`src/rtl/crc32_pkg.sv`:
```
package crc32_pkg;
  localparam int unsigned CRC_WIDTH  = 32;
  localparam int unsigned BYTE_WIDTH = 8;
  localparam logic [31:0] REFL_POLY  = 32'hEDB88320;
  localparam logic [31:0] ALL_ONES   = 32'hFFFFFFFF;

  typedef struct packed {
    logic done;
    logic pass;
    logic fail;
  } verdict_t;
endpackage

```
`src/rtl/crc32_bit_step.sv`:
```
// One reflected division step: shift right, fold the polynomial in on a 1.
module crc32_bit_step #(
  parameter int unsigned     W    = crc32_pkg::CRC_WIDTH,
  parameter logic [W-1:0]    POLY = crc32_pkg::REFL_POLY
) (
  input  logic [W-1:0] rem_in,
  output logic [W-1:0] rem_out
);
  always_comb begin
    rem_out = (rem_in >> 1) ^ (rem_in[0] ? POLY : '0);
  end
endmodule

```
`src/rtl/crc32_byte_unroll.sv`:
```
// Absorbs DW bits in one pass: data folded into the low bits, then DW steps.
module crc32_byte_unroll #(
  parameter int unsigned  W    = crc32_pkg::CRC_WIDTH,
  parameter int unsigned  DW   = crc32_pkg::BYTE_WIDTH,
  parameter logic [W-1:0] POLY = crc32_pkg::REFL_POLY
) (
  input  logic [W-1:0]  rem_in,
  input  logic [DW-1:0] data_in,
  output logic [W-1:0]  rem_out
);
  localparam int unsigned PAD = W - DW;

  logic [W-1:0] chain [0:DW];

  assign chain[0] = rem_in ^ {{PAD{1'b0}}, data_in};

  for (genvar g = 0; g < DW; g++) begin : g_step
    crc32_bit_step #(.W(W), .POLY(POLY)) u_step (
      .rem_in (chain[g]),
      .rem_out(chain[g+1])
    );
  end

  assign rem_out = chain[DW];
endmodule

```
`src/rtl/crc32_remainder.sv`:
```
// Running remainder register with same-cycle preset on restart.
module crc32_remainder #(
  parameter int unsigned  W      = crc32_pkg::CRC_WIDTH,
  parameter logic [W-1:0] PRESET = crc32_pkg::ALL_ONES
) (
  input  logic         clk,
  input  logic         rst,
  input  logic         advance,
  input  logic         restart,
  input  logic [W-1:0] next_rem,
  output logic [W-1:0] seed
);
  logic [W-1:0] rem_q;

  always_ff @(posedge clk) begin
    if (rst) begin
      rem_q <= PRESET;
    end else if (advance) begin
      rem_q <= next_rem;
    end
  end

  assign seed = restart ? PRESET : rem_q;
endmodule

```
`src/rtl/crc32_result.sv`:
```
// Finalizes the remainder, holds the CRC and produces the registered verdict.
module crc32_result #(
  parameter int unsigned  W      = crc32_pkg::CRC_WIDTH,
  parameter logic [W-1:0] XOROUT = crc32_pkg::ALL_ONES
) (
  input  logic         clk,
  input  logic         rst,
  input  logic         fire,
  input  logic [W-1:0] final_rem,
  input  logic         chk_en,
  input  logic [W-1:0] chk_value,
  output logic [W-1:0] crc_out,
  output logic         done,
  output logic         pass,
  output logic         fail
);
  import crc32_pkg::verdict_t;

  logic [W-1:0] finished;
  logic         match;
  logic [W-1:0] crc_q;
  verdict_t     verdict_q;

  assign finished = final_rem ^ XOROUT;
  assign match    = (finished == chk_value);

  always_ff @(posedge clk) begin
    if (rst) begin
      crc_q     <= '0;
      verdict_q <= '0;
    end else begin
      verdict_q.done <= fire;
      verdict_q.pass <= fire & chk_en & match;
      verdict_q.fail <= fire & chk_en & ~match;
      if (fire) begin
        crc_q <= finished;
      end
    end
  end

  assign crc_out = crc_q;
  assign done    = verdict_q.done;
  assign pass    = verdict_q.pass;
  assign fail    = verdict_q.fail;
endmodule

```
`src/rtl/crc32_stream_engine.sv`:
```
module crc32_stream_engine #(
  parameter int unsigned      CRC_W  = crc32_pkg::CRC_WIDTH,
  parameter int unsigned      DATA_W = crc32_pkg::BYTE_WIDTH,
  parameter logic [CRC_W-1:0] POLY   = crc32_pkg::REFL_POLY,
  parameter logic [CRC_W-1:0] PRESET = crc32_pkg::ALL_ONES,
  parameter logic [CRC_W-1:0] XOROUT = crc32_pkg::ALL_ONES
) (
  input  logic              clk,
  input  logic              rst,
  input  logic              in_valid,
  input  logic              in_sop,
  input  logic              in_eop,
  input  logic [DATA_W-1:0] in_byte,
  input  logic              chk_en,
  input  logic [CRC_W-1:0]  chk_value,
  output logic [CRC_W-1:0]  crc_out,
  output logic              done,
  output logic              pass,
  output logic              fail
);
  logic             restart;
  logic             fire;
  logic [CRC_W-1:0] seed;
  logic [CRC_W-1:0] next_rem;

  // Strobes only count on valid beats
  assign restart = in_valid & in_sop;
  assign fire    = in_valid & in_eop;

  crc32_remainder #(.W(CRC_W), .PRESET(PRESET)) u_rem (
    .clk     (clk),
    .rst     (rst),
    .advance (in_valid),
    .restart (restart),
    .next_rem(next_rem),
    .seed    (seed)
  );

  crc32_byte_unroll #(.W(CRC_W), .DW(DATA_W), .POLY(POLY)) u_unroll (
    .rem_in (seed),
    .data_in(in_byte),
    .rem_out(next_rem)
  );

  crc32_result #(.W(CRC_W), .XOROUT(XOROUT)) u_res (
    .clk      (clk),
    .rst      (rst),
    .fire     (fire),
    .final_rem(next_rem),
    .chk_en   (chk_en),
    .chk_value(chk_value),
    .crc_out  (crc_out),
    .done     (done),
    .pass     (pass),
    .fail     (fail)
  );
endmodule

```
`config.mk`:
```
export PLATFORM = sky130hd
export DESIGN_NAME = crc32_stream_engine
export DESIGN_NICKNAME = d
export VERILOG_FILES = /design/src/rtl/crc32_pkg.sv /design/src/rtl/crc32_bit_step.sv /design/src/rtl/crc32_byte_unroll.sv /design/src/rtl/crc32_remainder.sv /design/src/rtl/crc32_result.sv /design/src/rtl/crc32_stream_engine.sv
export SDC_FILE = /design/constraint.sdc
export NUM_CORES = 1
export LEC_CHECK = 0
export BUFFER_PORTS_ARGS = -buffer_cell sky130_fd_sc_hd__buf_2
export CAP_MARGIN = 15
export CORE_MARGIN = 2
export CORE_UTILIZATION = 52
export DETAILED_ROUTE_END_ITERATION = 7
export PLACE_DENSITY = 0.78
export SYNTH_ARGS = -nofsm -noshare
export SYNTH_HDL_FRONTEND = slang
export SYNTH_SLANG_ARGS = --single-unit
```
`constraint.sdc`:
```
create_clock -name clk -period 2.7 [get_ports clk]
set_input_delay 0.27 -clock clk [delete_from_list [all_inputs] [get_ports clk]]
set_output_delay 0.27 -clock clk [all_outputs]
set_load 0.02 [all_outputs]
```
==> results.py <==
metrics = {
    "sta": {
        "worst_slew_pin_slew_ns": 0.677,
        "slew_viol_final": 0,
        "finClkSkew_ns": 0.00710,
        "whs_ns": 0.182,
        "fin_crit_ns": 2.61,
        "relSlewSlack": 0.549,
        "finalSetupViolCount": 0,
        "hold_viol_final": 0,
        "fmaxAchievable_ghz": 0.383,
        "rsz0062_at_grt": "true",
        "period_share": 0.968,
    },
    "layout": {
        "drive_above_1_share": 0.344,
        "area_growth_pct": 30.1,
        "n_antenna_cell": 0,
        "final_cells": 767,
        "layout.nets": 700,
        "fillCellCount": 685,
        "final_common_cell": "buf_4",
        "final_cell_mix": "buf_4 (82), buf_2 (80), xnor2_1 (69), nor2_1 (69), dfxtp_1 (61)",
        "final_util": 0.699,
    },
    "synthesis": {
        "synthFlopType": "dfxtp_1",
        "seq_area_frac_synth": 0.286,
        "async_flop_share": 0,
        "syn_area_per_cell_sq_um": 9.01,
        "synth-edff-count": 0,
        "yosysTopAreaCell": "dfxtp_1",
        "ys_warn_count": 0,
        "synth_top_cell_area_share": 0.286,
        "synth_area_sq_mm": 0.00468,
        "syn-num-nets": 566,
        "netlist_instances": 520,
        "ys_top_cells_by_area": "dfxtp_1 (29%), xnor2_1 (14%), xnor3_1 (10%)",
        "synthDistinctLibCells": 54,
        "synth_seq_cells": 67,
    },
    "pwr": {
        "swShare": 0.423,
        "ir_worst_vdd_mv": 0.533,
        "p_seq_frac": 0.219,
        "p_int_mw": 3.52,
        "p_leak_nw": 2.76,
        "pwr-share-comb": 0.648,
        "power_density_mw_per_mm2": 1000,
        "pwr-share-clk": 0.133,
        "p_sw_mw": 2.58,
    },
    "clock_tree": {
        "clk_latency_ns": 0.34,
        "cts_tree": "built",
        "cts-root-buf": "clkbuf_8",
        "htree_levels": 3,
        "clk_path_buf_depth": 2,
        "clkTransAtPathRegs_ns": 0.09,
        "cts_buffers": 9,
        "cts.sinks": 67,
    },
    "routing": {
        "first_pass_iters": 5,
        "wl_per_cell_microns": 18.6,
        "drt_iter0_drc": 275,
        "vias": 4305,
        "drc": 0,
        "detail-route-antenna-nets": 0,
        "wirelength_microns": 14300,
        "viasPerCell": 5.61,
    },
    "worst_setup_path": {
        "critPathSlowestCell": "or4_4",
        "cp-end-kind": "flip-flop",
        "cp_common_cell": "buf_4",
        "crit_arrival_ns": 2.90,
        "r2r_cells": 10,
        "crit_family": "simple AND/OR/NAND/NOR gates",
        "r2r_end": "u_res.pass$_SDFF_PP0_",
        "crit_path_start_kind": "flip-flop",
        "r2r_setup_slack_ns": 0.09,
        "critPathMaxStageDelay_ns": 0.53,
        "timing.rr.start": "u_rem.rem_q[0]$_SDFFE_PP1P_",
        "worst-setup-path-type": "reg -> reg",
        "crit_chain": "buf_4 > xor2_4 > and3_4 > buf_4 > or2_4 > xnor3_1 > o21ai_2 > or4_4 > nor4_4 > and3b_1",
        "crit_required_ns": 2.99,
        "cp_max_fo": 3,
        "path_buf_inv": 2,
    },
    "floorplanning": {
        "initial_utilization": 0.537,
        "core_sq_mm": 0.00872,
        "io_pins": 81,
        "row_count": 34,
        "die_w_microns": 98.9,
        "design.die.area_sq_mm": 0.00978,
        "fp.dieH_microns": 98.9,
    },
    "placed_design": {
        "portBuffers": 80,
        "dp_cells": 746,
        "dp_hpwl_microns": 11100,
        "gp_congestion": 0.968,
    },
    "global_routing": {
        "overflow": 0,
        "grt_pass1_vias": 4030,
        "grt_max_degree": 39,
        "grt_usage": 0.290,
        "grt_pass1_wl_microns": 21600,
        "antenna_found_initial": 0,
    },
    "min_path": {
        "min_path_type": "in -> reg",
        "min_to": "u_res.fail$_SDFF_PP0_",
        "holdPathStages": 3,
        "hold_start": "chk_en",
    },
    "run": {
        "max-cap-violations": 0,
    },
    "outcome": {
        "status": "finished, final reports clean",
    },
}
cell type report:
cell class / instances / area, sq um / share of cell area
well taps: 108 / 135 / 0.0222
flip-flops and latches: 67 / 1350 / 0.222
multi-input cells: 411 / 3380 / 0.554
repair buffers: 164 / 1040 / 0.170
clock inverters: 6 / 47.5 / 0.00780
clock buffers: 10 / 138 / 0.0226
inverters: 1 / 3.75 / 0.000616
synthesized netlist by cell type (7+ instances only):
cell,n
a211o_1,30
a211oi_1,12
a21oi_1,32
buf_1,8
buf_2,11
clkbuf_1,19
dfxtp_1,67
nand2_1,32
nand2b_1,7
nor2_1,70
nor2b_1,29
nor3_1,7
xnor2_1,76
xnor3_1,21
xor2_1,28
per-stage QoR:
stage	TNS, ns	total power [mW]	setup slack [ns]	instance area, sq um
after floorplan	0	3.67	0.0273	4680
after global placement	-0.276	4.94	-0.144	5630
after detailed placement	-0.448	4.99	-0.215	5630
after CTS	0	5.86	0.0167	5890
after global routing	-0.00237	6.40	-0.00237	6090
final	0	6.10	0.0876	6090
routing by layer:
layer	wire length, microns	up-vias	GRT usage
li1	-	2035	-
met1	6110	2042	0.383
met2	6760	199	0.484
met3	982	29	0.0518
met5	0	-	0
met4	432	0	0.0906
power by group through the flow:
stage,clock network (mW),registers (mW),logic (mW)
detailed placement,0,1.34,3.65
floorplan,0,1.39,2.27
finish,0.810,1.34,3.95
global placement,0,1.33,3.62
global route,0.857,1.36,4.18
CTS,0.822,1.32,3.72
kinds of logic (layout without fill, tap and decap cells):
logic type	Yosys count	after routing	synth area share
simple gates	174	174	0.181
xor+xnor	131	131	0.324
compound gates	100	100	0.156
flops	67	67	0.286
buf+inv	42	181	0.0390
mux	6	6	0.0131
what timing repair did:
action	in CTS	in global routing
setup buffers	0	5
pin swaps	1	8
setup endpoints to repair	2	3
hold buffers	0	0
gates resized for setup	13	34
worst min-delay path, stage by stage:
cell,delay (ns)
buf_2,0.10
nand2_1,0.07
a21oi_1,0.04
how the worst max path moves through the flow:
stage,start,to,depth (start not counted)
finish,u_rem.rem_q[0]$_SDFFE_PP1P_,u_res.pass$_SDFF_PP0_,10
global route,u_rem.rem_q[1]$_SDFFE_PP1P_,u_res.pass$_SDFF_PP0_,9
floorplan,in_sop,u_res.pass$_SDFF_PP0_,10
CTS,u_rem.rem_q[0]$_SDFFE_PP1P_,u_res.pass$_SDFF_PP0_,8
detailed placement,in_sop,u_res.pass$_SDFF_PP0_,9
global placement,in_sop,u_res.pass$_SDFF_PP0_,9
sequential cells by signal, indices dropped and copies added (netlist names):
name / flops
u_res.crc_out: 32
u_res.pass: 1
u_res.fail: 1
u_res.done: 1
u_rem.rem_q: 32
No activity file was read; power rests on OpenSTA's default activity.
